<file path="config.mk">
export PLATFORM = sky130hd
export DESIGN_NAME = sram_write_seq
export DESIGN_NICKNAME = d
export VERILOG_FILES = /design/src/rtl/sram_seq_pkg.sv /design/src/rtl/sram_seq_timer.sv /design/src/rtl/sram_seq_ctrl.sv /design/src/rtl/sram_seq_pins.sv /design/src/rtl/sram_write_seq.sv
export SDC_FILE = /design/constraint.sdc
export NUM_CORES = 1
export LEC_CHECK = 0
export BUFFER_PORTS_ARGS = -buffer_cell sky130_fd_sc_hd__buf_4
export CORE_MARGIN = 3
export CORE_UTILIZATION = 51
export DETAILED_ROUTE_END_ITERATION = 7
export PLACE_DENSITY = 0.83
export SETUP_SLACK_MARGIN = 0.02
export SYNTH_ARGS = -nofsm -noshare
export SYNTH_HDL_FRONTEND = slang
export SYNTH_SLANG_ARGS = --single-unit
export TNS_END_PERCENT = 10
</file>
<file path="constraint.sdc">
create_clock -name clk -period 3.7 [get_ports clk]
set_input_delay 0.74 -clock clk [delete_from_list [all_inputs] [get_ports clk]]
set_output_delay 0.74 -clock clk [all_outputs]
set_load 0.005 [all_outputs]
</file>
<file path="src/rtl/sram_seq_pkg.sv">
// Shared types and elaboration-time timing arithmetic for the SRAM write
// sequencer. All results are cycle counts; callers guarantee inputs >= 1.
package sram_seq_pkg;

    typedef enum logic [2:0] {
        ST_IDLE,
        ST_ADDR_SETUP,
        ST_WINDOW,
        ST_HOLD,
        ST_RECOVER
    } seq_state_e;

    // Larger of two counts
    function automatic int max2(input int a, input int b);
        return (a > b) ? a : b;
    endfunction

    // Cycles at the start of the window during which the memory may still drive
    function automatic int turnoff_wait(input int t_whz, input bit oe_low,
                                        input bit sel_bounded);
        return (oe_low && !sel_bounded) ? t_whz : 0;
    endfunction

    // Window length: minimum width, stretched to fit turn-off plus data setup
    function automatic int window_len(input int t_wp, input int t_dw,
                                      input int twz);
        return max2(t_wp, twz + t_dw);
    endfunction

    // Recovery length: write recovery, stretched to meet the minimum cycle
    function automatic int recover_len(input int t_as, input int win,
                                       input int t_dh, input int t_wr,
                                       input int t_wc);
        int body;
        body = t_as + win + t_dh;
        return max2(t_wr, t_wc - body);
    endfunction

    // Counter width able to hold a count of value maxv
    function automatic int count_width(input int maxv);
        return max2(1, $clog2(maxv + 1));
    endfunction

endpackage

</file>
<file path="src/rtl/sram_seq_timer.sv">
// Phase down-counter. A load sets the phase length L; the count then steps
// L, L-1, ... 1 and flags expiry on 1, so a phase lasts exactly L cycles.
// Assumes every loaded length is at least 1. Exposes the next count so the
// pin stage can register decodes aligned with the state register.
module sram_seq_timer #(
    parameter int CW = 4
) (
    input  logic          clk,
    input  logic          rst_n,
    input  logic          load,
    input  logic [CW-1:0] load_val,
    output logic [CW-1:0] cnt_d,
    output logic          expire
);
    logic [CW-1:0] cnt_q;

    // Next count: reload, or step down and stop at zero
    always_comb begin
        if (load)
            cnt_d = load_val;
        else if (cnt_q != '0)
            cnt_d = cnt_q - 1'b1;
        else
            cnt_d = cnt_q;
    end

    // Count register
    always_ff @(posedge clk) begin
        if (!rst_n)
            cnt_q <= '0;
        else
            cnt_q <= cnt_d;
    end

    assign expire = (cnt_q == CW'(1));

endmodule

</file>
<file path="src/rtl/sram_seq_ctrl.sv">
// Sequencer state machine: idle, address setup, open window, data hold,
// recovery. Accepts a request only in idle. Each phase length is a
// parameter of at least one cycle, timed by the phase counter.
module sram_seq_ctrl
    import sram_seq_pkg::*;
#(
    parameter int T_AS = 1,
    parameter int WIN  = 3,
    parameter int T_DH = 1,
    parameter int REC  = 1,
    parameter int CW   = 4
) (
    input  logic          clk,
    input  logic          rst_n,
    input  logic          req,
    input  logic          expire,
    output seq_state_e    state_q,
    output seq_state_e    state_d,
    output logic          load,
    output logic [CW-1:0] load_val,
    output logic          accept
);
    // Next state and phase length on each transition
    always_comb begin
        state_d  = state_q;
        load     = 1'b0;
        load_val = '0;
        accept   = 1'b0;
        case (state_q)
            ST_IDLE: begin
                if (req) begin
                    accept   = 1'b1;
                    state_d  = ST_ADDR_SETUP;
                    load     = 1'b1;
                    load_val = CW'(T_AS);
                end
            end
            ST_ADDR_SETUP: begin
                if (expire) begin
                    state_d  = ST_WINDOW;
                    load     = 1'b1;
                    load_val = CW'(WIN);
                end
            end
            ST_WINDOW: begin
                if (expire) begin
                    state_d  = ST_HOLD;
                    load     = 1'b1;
                    load_val = CW'(T_DH);
                end
            end
            ST_HOLD: begin
                if (expire) begin
                    state_d  = ST_RECOVER;
                    load     = 1'b1;
                    load_val = CW'(REC);
                end
            end
            ST_RECOVER: begin
                if (expire)
                    state_d = ST_IDLE;
            end
            default: state_d = ST_IDLE;
        endcase
    end

    // State register
    always_ff @(posedge clk) begin
        if (!rst_n)
            state_q <= ST_IDLE;
        else
            state_q <= state_d;
    end

endmodule

</file>
<file path="src/rtl/sram_seq_pins.sv">
// Pin stage: captures address and data at acceptance and registers every
// memory control pin from the next state, so pins are glitch-free flops
// aligned with the state register. The mode parameter picks which control
// bounds the window; the other one spans the whole request.
module sram_seq_pins
    import sram_seq_pkg::*;
#(
    parameter int ADDR_W         = 17,
    parameter int DATA_W         = 8,
    parameter int WIN            = 3,
    parameter int TWZ            = 0,
    parameter int CW             = 4,
    parameter bit ENABLE_BOUNDED = 1'b0
) (
    input  logic              clk,
    input  logic              rst_n,
    input  logic              accept,
    input  logic [ADDR_W-1:0] addr_in,
    input  logic [DATA_W-1:0] wdata_in,
    input  seq_state_e        state_d,
    input  logic [CW-1:0]     cnt_d,
    output logic [ADDR_W-1:0] mem_addr,
    output logic              mem_sel_n,
    output logic              mem_sel,
    output logic              mem_wstb_n,
    output logic [DATA_W-1:0] mem_dq_o,
    output logic              mem_dq_oe
);
    // Window counts down WIN..1; drive once TWZ cycles have passed
    localparam logic [CW-1:0] DRIVE_AT = CW'(WIN - TWZ);

    logic active_d, win_d, drive_d;
    logic sel_n_d, sel_d, wstb_n_d;

    assign active_d = (state_d != ST_IDLE);
    assign win_d    = (state_d == ST_WINDOW);
    assign drive_d  = (win_d && (cnt_d <= DRIVE_AT)) || (state_d == ST_HOLD);

    generate
        if (ENABLE_BOUNDED) begin : g_sel_bound
            assign wstb_n_d = !active_d;
            assign sel_n_d  = !win_d;
            assign sel_d    = win_d;
        end else begin : g_stb_bound
            assign wstb_n_d = !win_d;
            assign sel_n_d  = !active_d;
            assign sel_d    = active_d;
        end
    endgenerate

    // Address and data capture at acceptance
    always_ff @(posedge clk) begin
        if (!rst_n) begin
            mem_addr <= '0;
            mem_dq_o <= '0;
        end else if (accept) begin
            mem_addr <= addr_in;
            mem_dq_o <= wdata_in;
        end
    end

    // Registered control pins and bus drive enable
    always_ff @(posedge clk) begin
        if (!rst_n) begin
            mem_sel_n  <= 1'b1;
            mem_sel    <= 1'b0;
            mem_wstb_n <= 1'b1;
            mem_dq_oe  <= 1'b0;
        end else begin
            mem_sel_n  <= sel_n_d;
            mem_sel    <= sel_d;
            mem_wstb_n <= wstb_n_d;
            mem_dq_oe  <= drive_d;
        end
    end

endmodule

</file>
<file path="src/rtl/sram_write_seq.sv">
// Top of the asynchronous SRAM write sequencer. Derives phase lengths from
// the timing parameters (all in clock cycles, each at least 1 except T_WHZ)
// and wires the state machine, phase counter and pin stage together.
module sram_write_seq
    import sram_seq_pkg::*;
#(
    parameter int ADDR_W              = 17,
    parameter int DATA_W              = 8,
    parameter int T_AS                = 1,
    parameter int T_WP                = 3,
    parameter int T_DW                = 2,
    parameter int T_DH                = 1,
    parameter int T_WR                = 1,
    parameter int T_WC                = 8,
    parameter int T_WHZ               = 2,
    parameter bit OE_LOW_DURING_WRITE = 1'b1,
    parameter bit ENABLE_BOUNDED      = 1'b0
) (
    input  logic              clk,
    input  logic              rst_n,
    input  logic              req,
    input  logic [ADDR_W-1:0] addr,
    input  logic [DATA_W-1:0] wdata,
    output logic              busy,
    output logic [ADDR_W-1:0] mem_addr,
    output logic              mem_sel_n,
    output logic              mem_sel,
    output logic              mem_wstb_n,
    output logic              mem_oen,
    output logic [DATA_W-1:0] mem_dq_o,
    output logic              mem_dq_oe
);
    localparam int TWZ  = turnoff_wait(T_WHZ, OE_LOW_DURING_WRITE, ENABLE_BOUNDED);
    localparam int WIN  = window_len(T_WP, T_DW, TWZ);
    localparam int REC  = recover_len(T_AS, WIN, T_DH, T_WR, T_WC);
    localparam int MAXL = max2(max2(T_AS, WIN), max2(T_DH, REC));
    localparam int CW   = count_width(MAXL);

    seq_state_e    state_q, state_d;
    logic          load, expire, accept;
    logic [CW-1:0] load_val, cnt_d;

    sram_seq_ctrl #(
        .T_AS (T_AS),
        .WIN  (WIN),
        .T_DH (T_DH),
        .REC  (REC),
        .CW   (CW)
    ) u_ctrl (
        .clk      (clk),
        .rst_n    (rst_n),
        .req      (req),
        .expire   (expire),
        .state_q  (state_q),
        .state_d  (state_d),
        .load     (load),
        .load_val (load_val),
        .accept   (accept)
    );

    sram_seq_timer #(
        .CW (CW)
    ) u_timer (
        .clk      (clk),
        .rst_n    (rst_n),
        .load     (load),
        .load_val (load_val),
        .cnt_d    (cnt_d),
        .expire   (expire)
    );

    sram_seq_pins #(
        .ADDR_W         (ADDR_W),
        .DATA_W         (DATA_W),
        .WIN            (WIN),
        .TWZ            (TWZ),
        .CW             (CW),
        .ENABLE_BOUNDED (ENABLE_BOUNDED)
    ) u_pins (
        .clk        (clk),
        .rst_n      (rst_n),
        .accept     (accept),
        .addr_in    (addr),
        .wdata_in   (wdata),
        .state_d    (state_d),
        .cnt_d      (cnt_d),
        .mem_addr   (mem_addr),
        .mem_sel_n  (mem_sel_n),
        .mem_sel    (mem_sel),
        .mem_wstb_n (mem_wstb_n),
        .mem_dq_o   (mem_dq_o),
        .mem_dq_oe  (mem_dq_oe)
    );

    assign busy    = (state_q != ST_IDLE);
    assign mem_oen = !OE_LOW_DURING_WRITE;

endmodule

</file>
[Yosys cells after proc, flatten, opt, wreduce, memory -nomap -nowiden]
Index checks and enable logic that the tools add are counted.
Word-level totals
  register bits: 35
  latch bits: 0
  RAM bits: 0
  memory bits (read-only): 0
  bits of input ports: 28
  word-level logic and storage cells: 43
  memories: 0
Cells by class
  $add $sub $neg: 1
  $mul: 0
  divide/modulo/power cells: 0
  magnitude comparators: 1
  equality and inequality tests: 7
  shift operators: 0
  multiplexer cells: 17
  bitwise gates (word level): 0
  reduce and logical (&&, ||, !) cells: 9
Operators with widths (number)
  $mux W3: 8
  $pmux W3 S5: 1
  $eq A3 B2 Y1 const B: 4
  $pmux W3 S4: 1
  $reduce_bool A3 Y1: 3
  $eq A3 B1 Y1 const B: 2
  $mux W1: 5
  $eq A3 B3 Y1 const B: 1
  $le A3 B2 Y1 const B: 1
  $logic_not A3 Y1: 1
  $reduce_or A3 Y1: 1
  $sub A3 B1 Y3 const B: 1
  $logic_not A1 Y1: 2
  $mux W2: 1
  $pmux W1 S2: 1
  $logic_and A1 B1 Y1: 1
  $logic_or A1 B1 Y1: 1

[Depth between registers and ports, before layout]
Gate-level depths: netlist (run 1).
  depth after elaboration: 7
  gate-level depth with buffers: 7

[By module]
Synthesis (run 1) repeated with hierarchy kept, for this count alone.
Second synthesis, totals
  cells, all modules: 148
  area, all modules: 1569.0 um^2
Modules (own cells, without submodules)
  sram_seq_pins: times used 1, cells each 90, area each 1087.3 um^2
  sram_seq_timer: times used 1, cells each 28, area each 240.2 um^2
  sram_seq_ctrl: times used 1, cells each 27, area each 224.0 um^2
  sram_write_seq: times used 1, cells each 3, area each 17.5 um^2

[Worst setup path before layout (run 1)]
OpenSTA, ideal clock, no wires.
  path type: reg2reg
  start: register u_timer.cnt_q[0]
  end: register u_pins.mem_dq_oe
  library setup time: 0.126 ns
  arrival: 1.484 ns
  setup slack: 2.090 ns
  cell stages (with the launch flop): 7
  path buffers: 0
  clock period less this slack: 1.610 ns
  path through: dfxtp_1 > inv_1 > ha_1 > or3b_1 > and3_1 > o311ai_1 > a21oi_1
Between the ends
  word-level cells in the longest chain between the ends: 7
  elaborated cells on any way between the ends: 21
Ends and longest elaborated chain
  from (decl): RTL line sram_seq_timer.sv:15  | logic [CW-1:0] cnt_q;
  from (signal assigned): RTL line sram_seq_timer.sv:32  | cnt_q <= cnt_d;
  $eq A3 B1 Y1: RTL line sram_seq_timer.sv:35  | assign expire = (cnt_q == CW'(1));
  $mux W1 (tied with other cells): RTL line sram_seq_ctrl.sv:39, sram_seq_ctrl.sv:46, sram_seq_ctrl.sv:53
  $pmux W3 S4 / $pmux W1 S2 (equally long branches): RTL line sram_seq_ctrl.sv:29  | case (state_q)
  $mux W3: RTL line sram_seq_timer.sv:19  | if (load)
  $le A3 B2 Y1: RTL line sram_seq_pins.sv:37  | assign drive_d = (win_d && (cnt_d <= DRIVE_AT)) || (state_d == ST_HOLD);
  $logic_and A1 B1 Y1: RTL line sram_seq_pins.sv:37
  $logic_or A1 B1 Y1 (*): RTL line sram_seq_pins.sv:37
  to (signal assigned): RTL line sram_seq_pins.sv:73  | mem_dq_oe <= drive_d;
  to (decl): RTL line sram_seq_pins.sv:27  | output logic mem_dq_oe
Every way passes the cells marked *; elsewhere a longest branch is shown, timed or not.
A chain may end at the register's enable or synchronous reset.

[Worst setup path after layout (run 1)]
  start: register u_ctrl.state_q[2]
  end: output busy
Between the ends
  word-level cells in the longest chain between the ends: 1
Ends and longest elaborated chain
  from (decl): RTL line sram_seq_ctrl.sv:17  | output seq_state_e state_q,
  from (signal assigned): RTL line sram_seq_ctrl.sv:72  | state_q <= state_d;
  $reduce_bool A3 Y1: RTL line sram_write_seq.sv:95  | assign busy = (state_q != ST_IDLE);
  to (decl): RTL line sram_write_seq.sv:24  | output logic busy,
Every way passes these cells.

==> results.md, run 1 <==
- CP peak stage delay: 0.43 ns
- Post-synth top area share: 0.471
- Std cell rows: 18
- TNS Setup: 0 ns
- Largest family of logic cells by synthesized area: simple AND/OR/NAND/NOR gates
- Number of synthesized register bits: 35
- DR DRC count: 0
- Seq pwr share: 0.450
- Gr ovfl total: 0
- Final Non-Filler Cells: approximately 260
- Post-Synth XOR/XNOR Area: 0.0176
- Syn avg cell area: between 8 and 9 µm²
- Worst Tran Pin Value: approximately 0.83 ns
- Seq/Total Area, Yosys: 0.471
- Pint: 0.705 mW
- Antenna Cells: 0
- Hold crit path type: reg2reg
- Outcome: complete, no violations
- NetSw: 0.361 mW
- Postcts setup bufs: 0
- Wire per inst: 12.8 µm
- Crit path launch type: flop
- Fillers: ~210
- Yosys cell types: 35
- Hold Crit Start: u_pins.mem_addr[7]$_SDFFE_PN0P_
- CP max FO: 12
- Vias: approximately 1300
- Crit. End Element: primary output
- Initial drt markers: 40
- Initial antenna violation count: 0
- Final worst path period need: ~2 ns
- Die Wd: approximately 60 µm
- Slew Limit Fails: 0
- Via density: slightly above 5
- Footprint of the multi-input gates: 679 µm²
- Sequential Area: around 700 µm²
- Dpl ws: between 1.5 and 2 ns
- Final net count: 263
- RSZ-0062 raised after global routing: no
- Clock sinks: 35
- Gate power share: 0.371
- Core box area: 2610 µm²
- TritonCTS clock tree: done
- Skew-Pair Late Insertion Delay: 0.32 ns
- MaxCap Viol Count: 0
- Commonest cells after routing, fill and taps aside: 57 x buf_4, 52 x nand2_1, 35 x dfxtp_1
- Dpl hpwl: roughly 2.6 mm
- Ys async rst share: 0
- PortBufs: 57
- Worst EP required: between 2 and 3 ns
- Layout Utilization: 0.736
- Final Hold Fails: 0
- Clock Power Share: 0.178
- Fmax: between 0.5 and 0.6 GHz
- CTS resizes: 0
- Post-route ant nets: 0
- I/O pin count: slightly below 60
- Critical path class: reg2out
- Yosys top cell by area: dfxtp_1
- Compound-Gate Fraction of Synth Area: 0.153
- Post-Route WL: between 3 and 4 mm
- Post-Synth Simple-Gate Area: 0.258
- Period utilisation layout: 0.526
- DIE HEIGHT: 60.0 µm
- Crit path cell chain: nor3_2 -> inv_1 -> buf_4
- Synth Cell Area: between 1000 and 1500 µm²
- CTS root buf: clkbuf_4
- Worst setup path start: u_ctrl.state_q[2]$_SDFF_PN0_
- Synthesis-to-layout area growth: 29.1%
- Ratio of cells with drive above 1 in the final layout: 0.283
- Post-Synth Adder-Cell Area: 0.0252
- Pin count of the biggest net entering global routing: 30
- Leak Pwr: 0.864 nW
- TritonCTS buffer count: 5
- Placed cells: roughly 260
- Number of flops mapped to enable cells by yosys: 0
- PD cells: roughly 550 nW/µm²
- Peak supply drop: approximately 0.43 mV
- Gr usage total: 0.194
- Initial Util: 0.570
- Synthesized Nets: roughly 210
- Drt pass-1 iters: 4
- CTS Buffer Depth: 2
- Placer Congestion: about 0.8
- Die Area: 3600 µm²
- Vias in the first global route: 1184
- Htree depth: 2
- Multiplexer share of the synthesized area: 0
- Dominant synthesized flop cell: dfxtp_1
- Crit path arrival time: ~1.2 ns
- Synth area leaders: dfxtp_1 47%, nand2_1 13%, a21oi_1 9.4%
- Setup slack after layout: roughly 1.8 ns
- First-pass GRT wire length: ~5.2 mm
- Commonest non-fill, non-tap cell in the layout: buf_4
- YS warnings: 0
- CTS clk-pin slew, worst paths: approximately 0.10 ns
- Worst r2r src: u_ctrl.state_q[2]$_SDFF_PN0_
- CTS hold repair buffers: 0
- Slew margin rel.: 0.445
- Cells after Synth: between 150 and 200
- Switching part of the total power: 0.339
- Crit path max-delay cell type: dfxtp_1
- Fin Clk Skew: 0.00830 ns
- # setup viols final: 0
## power groups by stage
stage	clock, mW	combinational (mW)	sequential, mW
global route	0.214	0.446	0.488
floorplan	0	0.292	0.474
detailed placement	0	0.398	0.489
finish	0.190	0.396	0.480
global placement	0	0.386	0.485
CTS	0.197	0.399	0.480
## final cells by class
cell class | instances | area share
clock inverters | 1 | 0.00260
multi-input cells | 126 | 0.354
inverters | 7 | 0.0137
repair buffers | 57 | 0.223
flip-flops and latches | 35 | 0.365
clock buffers | 7 | 0.0234
well taps | 30 | 0.0195
## state kept, by name, summed over array words and instances (netlist names)
name,count
u_pins.mem_addr,17
u_pins.mem_dq_o,8
u_ctrl.state_q,3
u_timer.cnt_q,3
u_pins.mem_dq_oe,1
u_pins.mem_sel,1
u_pins.mem_sel_n,1
u_pins.mem_wstb_n,1
## synthesized netlist by cell type, types with 3 or more instances
cell type	instances
dfxtp_1	35
a211oi_1	3
nor2_1	4
nand2b_1	3
a21oi_1	28
ha_1	3
inv_1	7
clkbuf_1	5
nand2_1	52
buf_4	5
## critical path: cells and delay by family (launching register included)
family                 cells  cell delay [ns]
AND/OR/NAND/NOR            1             0.26
flip-flops                 1             0.43
buffers and inverters      2             0.19
## stage by stage
| stage | power (mW) | area [µm²] | hold WS (ns) |
|---|---|---|---|
| final | 1.07 | 1920 | 0.461 |
| after detailed placement | 0.886 | 1870 | 0.449 |
| after CTS | 1.08 | 1920 | 0.462 |
| after global routing | 1.15 | 1920 | 0.483 |
| after floorplan | 0.766 | 1490 | 0.453 |
| after global placement | 0.871 | 1870 | 0.442 |
## layer usage
| layer | routed length [µm] | up-vias | GRT usage |
|---|---|---|---|
| met4 | 42 | 0 | 0.0665 |
| met1 | 1390 | 593 | 0.214 |
| met3 | 234 | 5 | 0.0626 |
| met5 | 0 | - | 0 |
| li1 | - | 702 | - |
| met2 | 1700 | 39 | 0.346 |
## kinds of logic after synthesis
kind of cell | after synthesis
buffers and inverters | 20
AOI/OAI and AO/OA | 39
other | 1
xor gates and xnor gates | 3
adders and majority gates | 3
DFF | 35
and+or+nand+nor | 80
## worst paths after layout
check	depth (start not counted)	end	slack, ns
setup / recovery	3	busy	1.76
hold / removal	2	u_pins.mem_addr[7]$_SDFFE_PN0P_	0.46
setup reg to reg	4	u_pins.mem_addr[0]$_SDFFE_PN0P_	1.93
hold reg to reg	2	u_pins.mem_addr[7]$_SDFFE_PN0P_	0.46
(Power assumes the default switching activity.)
==> inputs of run 2 (changes only) <==
CORE_UTILIZATION = 47   (was 51)
PLACE_DENSITY = 0.78   (was 0.83)
clock period = 1.8 ns   (was 3.7 ns; I/O delays follow)
==> run 2 against run 1 <==
Design area rose by 2.7%. Register-to-register slack worse by 1.8 ns. Critical path depth increased by 3. Clock power is 130% higher. Via count is 2.6% higher. Global-route usage is 0.88 points lower. Largest cell class unchanged. Highest routed layer unchanged.
==> results.md, run 2 (same netlist as run 1, synthesis figures left out) <==
- Largest register FFs: 17
- I/O pin count: between 50 and 60
- CTS hold repair buffers: 0
- Seq pwr share: 0.437
- Gr usage total: 0.185
- Placer Congestion: 0.752
- Fmax: ~0.60 GHz
- Setup slack after layout: ~0.12 ns
- Critical path class: reg2reg
- Clock Power Share: 0.191
- Synthesis-to-layout area growth: 32.6%
- Layout Utilization: 0.686
- Die Area: between 3000 and 4000 µm²
- Register with the most flip-flops: u_pins.mem_addr
- # setup viols final: 0
- Final net count: ~270
- Switching part of the total power: 0.342
- Antenna Cells: 0
- Dpl ws: about 0.073 ns
- Leak Pwr: around 0.89 nW
- Fillers: between 200 and 250
- Fin Clk Skew: 0.00999 ns
- Pint: about 1.5 mW
- NetSw: ~0.78 mW
- MaxCap Viol Count: 0
- TritonCTS clock tree: done
- Final worst path period need: between 1.5 and 2 ns
- Commonest cells after routing, fill and taps aside: 61 x buf_4, 52 x nand2_1, 34 x dfxtp_1
- Outcome: complete, no violations
- PD cells: 1150 nW/µm²
- Post-Route WL: 3.48 mm
- Initial drt markers: 51
- Core box area: around 2900 µm²
- Final Hold Fails: 0
- Clock sinks: 35
- R2R cell count: 6
- CTS Buffer Depth: 2
- Ratio of cells with drive above 1 in the final layout: 0.305
- Vias: ~1400
- Top Registers: u_pins.mem_addr (17), u_pins.mem_dq_o (8)
- Dpl hpwl: 2.63 mm
- Crit path arrival time: 1.91 ns
- PortBufs: 57
- CTS clk-pin slew, worst paths: approximately 0.11 ns
- Worst hold stages: 3
- Htree depth: 2
- Area after DPL: around 1900 µm²
- CTS root buf: clkbuf_4
- Skew-Pair Late Insertion Delay: ~0.33 ns
- Wire per inst: roughly 13 µm
- First-pass GRT wire length: 5.90 mm
- DIE HEIGHT: 62.3 µm
- Gr ovfl total: 0
- Commonest non-fill, non-tap cell in the layout: buf_4
- TNS Setup: 0 ns
- Via density: between 4 and 5
- DR DRC count: 0
- Peak supply drop: a little under 0.7 mV
- Drt pass-1 iters: 4
- Slew Limit Fails: 0
- TritonCTS buffer count: 5
- CP max FO: 4
- Gate power share: 0.372
- Initial Util: 0.518
- Initial antenna violation count: 0
- Pin count of the biggest net entering global routing: 26
- Std cell rows: 19
- Die Wd: 62.3 µm
- Vias in the first global route: around 1300
- Crit path launch type: flop
- Design area: about 2000 µm²
- Hold crit path type: in2reg
- Overall Power: approximately 2.3 mW
- Post-route ant nets: 0
- Worst EP required: just over 2 ns
- Period utilisation layout: 0.931
- Crit. End Element: flop
- RSZ-0062 raised after global routing: no
-- run 2: changes by cell type in the layout (fill, tap and decap cells not counted), sizes merged --
cell / previous run / this run
buf: 57 / 61
clkbuf: 7 / 6
-- run 2: cell type report --
type | instances | area, µm² | area share
Timing Repair Buffer | 61 | 458 | 0.232
Sequential cell | 35 | 702 | 0.356
Clock buffer | 6 | 51.3 | 0.0260
Tap cell | 42 | 52.6 | 0.0266
Multi-Input combinational cell | 126 | 679 | 0.344
Inverter | 7 | 26.3 | 0.0133
Clock inverter | 1 | 5.00 | 0.00253
-- run 2: power by group through the flow --
stage	sequential [mW]	combinational (mW)	clock, mW
floorplan	0.974	0.600	0
global placement	0.997	0.806	0
detailed placement	1.00	0.838	0
CTS	0.986	0.843	0.445
global route	1.01	0.947	0.473
finish	0.991	0.843	0.434
-- run 2: repair_timing --
| action | CTS | global route |
|---|---|---|
| gates resized for setup | 0 | 1 |
| buffers inserted | 0 | 0 |
| setup endpoints to repair | 0 | 2 |
-- run 2: final timing paths --
path	from	endpoint	slack (ns)
setup reg to reg	u_timer.cnt_q[0]$_SDFF_PN0_	u_timer.cnt_q[1]$_SDFF_PN0_	0.12
setup / recovery	u_timer.cnt_q[0]$_SDFF_PN0_	u_timer.cnt_q[1]$_SDFF_PN0_	0.12
hold reg to reg	u_pins.mem_dq_o[4]$_SDFFE_PN0P_	u_pins.mem_dq_o[4]$_SDFFE_PN0P_	0.46
hold / removal	addr[4]	u_pins.mem_addr[4]$_SDFFE_PN0P_	0.27
-- run 2: per-layer routing --
metal / up-vias / track usage / share of wire
met5: - / 0 / 0
met4: 0 / 0.0606 / 0.013
met3: 5 / 0.0595 / 0.070
met2: 52 / 0.310 / 0.48
met1: 615 / 0.224 / 0.43
li1: 702 / - / -
-- run 2: through the flow --
stage          std cells  hold slack [ns]
2_1_floorplan        181            0.453
3_5_place_dp         271            0.448
3_3_place_gp         271            0.443
4_1_cts              278            0.256
6_report             278            0.267
5_1_grt              278            0.262
-- run 2: critical path, stage by stage, from the launching register on --
cell,delay [ns]
dfxtp_2,0.35
inv_1,0.11
ha_1,0.21
or3b_2,0.47
o2111ai_1,0.12
o211ai_1,0.14
and2_1,0.17
==> inputs of run 3 (changes only) <==
CORE_MARGIN = not set   (was 3)
==> run 3 against run 2 <==
Design area increased by 2.9%. Register-to-register slack about the same. Die area decreased by 12%. Clock-buffer cell count decreased by 1. Clock power increased by 30%. Critical endpoint unchanged. First-iteration DRC count decreased by 14%. Critical path type unchanged. Power increased by 6.6%. Sequential share of layout area decreased by 1.0 points. Hold slack got worse by 0.014 ns. Clock skew decreased by 0.00080 ns. Non-clock buffer count increased by 1.
==> results.md, run 3 (same netlist as run 1, synthesis figures left out) <==
- Clock sinks: 35
- Core box area: between 3000 and 4000 µm²
- Vias: approximately 1300
- CTS Buffer Depth: 2
- Pin count of the biggest net entering global routing: 26
- Crit. End Element: flop
- Dpl hpwl: ~2.2 mm
- Hold Path End: u_pins.mem_addr[4]$_SDFFE_PN0P_
- Hold Crit Start: addr[4]
- Register with the most flip-flops: u_pins.mem_addr
- CTS clk-pin slew, worst paths: 0.11 ns
- Seq pwr share: 0.407
- Post-route ant nets: 0
- Wire per inst: roughly 11 µm
- Leak Pwr: 0.907 nW
- PortBufs: 57
- Slew Limit Fails: 0
- DR DRC count: 0
- Crit path launch type: flop
- Peak supply drop: 0.713 mV
- First-pass GRT wire length: approximately 5.1 mm
- Critical path class: reg2reg
- Worst r2r src: u_timer.cnt_q[0]$_SDFF_PN0_
- Top Usage Layer GRT: met2
- Fmax: 0.600 GHz
- Die Wd: a little under 60 µm
- Worst EP required: approximately 2 ns
- Antenna Cells: 0
- Dpl ws: between 0.08 and 0.09 ns
- Initial drt markers: 44
- RSZ-0062 raised after global routing: no
- GR met3 Demand/Resource: 0.0625
- R2R cell count: 6
- Skew-Pair Late Insertion Delay: 0.34 ns
- Post-Route WL: roughly 3.1 mm
- DIE HEIGHT: a little under 60 µm
- Drt pass-1 iters: 4
- Top Registers: u_pins.mem_addr (17), u_pins.mem_dq_o (8)
- TritonCTS clock tree: done
- Worst hold stages: 3
- Final net count: 268
- Hold crit path type: in2reg
- NetSw: between 0.7 and 0.8 mW
- Vias in the first global route: approximately 1100
- Period utilisation layout: 0.927
- PD cells: around 1200 nW/µm²
- Ratio of cells with drive above 1 in the final layout: 0.319
- Final worst path period need: 1.67 ns
- Postcts setup bufs: 0
- MaxCap Viol Count: 0
- R2R Setup Slk: approximately 0.13 ns
- Switching part of the total power: 0.329
- Initial Util: 0.492
- TritonCTS buffer count: 5
- Commonest non-fill, non-tap cell in the layout: buf_4
- FF-to-FF End: u_timer.cnt_q[1]$_SDFF_PN0_
- # setup viols final: 0
- Placer Congestion: around 0.87
- Final Hold Fails: 0
- Htree depth: 2
- Fin Clk Skew: about 0.0092 ns
- Die Area: between 3000 and 4000 µm²
- Synthesis-to-layout area growth: 36.5%
- Gate power share: 0.360
- Gr ovfl total: 0
- Met1 usage: 0.259
- CP max FO: 4
- CTS root buf: clkbuf_4
- Setup slack after layout: 0.132 ns
- Commonest cells after routing, fill and taps aside: 61 x buf_4, 52 x nand2_1, 34 x dfxtp_1
- Met2 GRT Util: 0.304
- Std cell rows: 20
- Gr usage total: 0.197
- Outcome: complete, no violations
- Pint: 1.62 mW
- I/O pin count: roughly 60
- Clock Power Share: 0.234
- Crit path arrival time: roughly 1.9 ns
- TNS Setup: 0 ns
- Via density: about 4.8
- Largest register FFs: 17
- Initial antenna violation count: 0
-- run 3: worst max-delay path by stage --
stage | from | endpoint | slack, ns | depth (start not counted)
after floorplan | u_timer.cnt_q[0]$_SDFF_PN0_ | u_pins.mem_dq_oe$_SDFF_PN0_ | 0.19 | 6
after global placement | u_timer.cnt_q[0]$_SDFF_PN0_ | u_pins.mem_dq_oe$_SDFF_PN0_ | 0.12 | 6
after detailed placement | u_timer.cnt_q[0]$_SDFF_PN0_ | u_pins.mem_dq_oe$_SDFF_PN0_ | 0.09 | 6
after CTS | u_timer.cnt_q[0]$_SDFF_PN0_ | u_pins.mem_dq_oe$_SDFF_PN0_ | 0.05 | 6
after global routing | u_timer.cnt_q[0]$_SDFF_PN0_ | u_pins.mem_dq_oe$_SDFF_PN0_ | 0.03 | 6
final | u_timer.cnt_q[0]$_SDFF_PN0_ | u_timer.cnt_q[1]$_SDFF_PN0_ | 0.13 | 6
-- run 3: worst max-delay path: stages (launching register included) --
cell and delay, ns:
dfxtp_2 0.35, inv_1 0.11, ha_2 0.22, or3b_2 0.46, o2111ai_1 0.12, o211ai_1 0.14
and2_1 0.18
-- run 3: routing by layer --
| layer | vias up | wire length (µm) |
|---|---|---|
| li1 | 714 | - |
| met1 | 585 | 1480 |
| met2 | 42 | 1410 |
| met3 | 7 | 174 |
| met4 | 0 | 51 |
| met5 | - | 0 |
-- run 3: final cells by class --
type	instances	area, µm²
Sequential cell	35	702
Fill cell	284	996
Timing Repair Buffer	62	478
Multi-Input combinational cell	126	689
Inverter	7	26.3
Clock buffer	5	37.5
Clock inverter	3	43.8
Tap cell	44	55.1
-- run 3: stage by stage --
stage	hold slack, ns	util	total power, mW	cells	instance area, µm²
after floorplan	0.453	-	1.57	181	1490
after global placement	0.444	0.640	1.84	274	1940
after detailed placement	0.447	0.640	1.85	274	1940
after CTS	0.241	0.667	2.42	282	2020
after global routing	0.240	0.671	2.59	282	2030
final	0.253	0.671	2.42	282	2030
-- run 3: repair_timing --
item                                   CTS  global route
resized for setup                        0             3
endpoints found under the hold margin    0             0
hold buffers                             0             0
setup endpoints to repair                0             1
-- run 3: power groups by stage --
stage               logic [mW]  registers [mW]  clock network (mW)
finish                   0.869           0.984               0.565
CTS                      0.858           0.981               0.578
global placement         0.845           0.996                   0
floorplan                0.600           0.974                   0
detailed placement       0.852           0.999                   0
global route             0.980            1.00               0.611
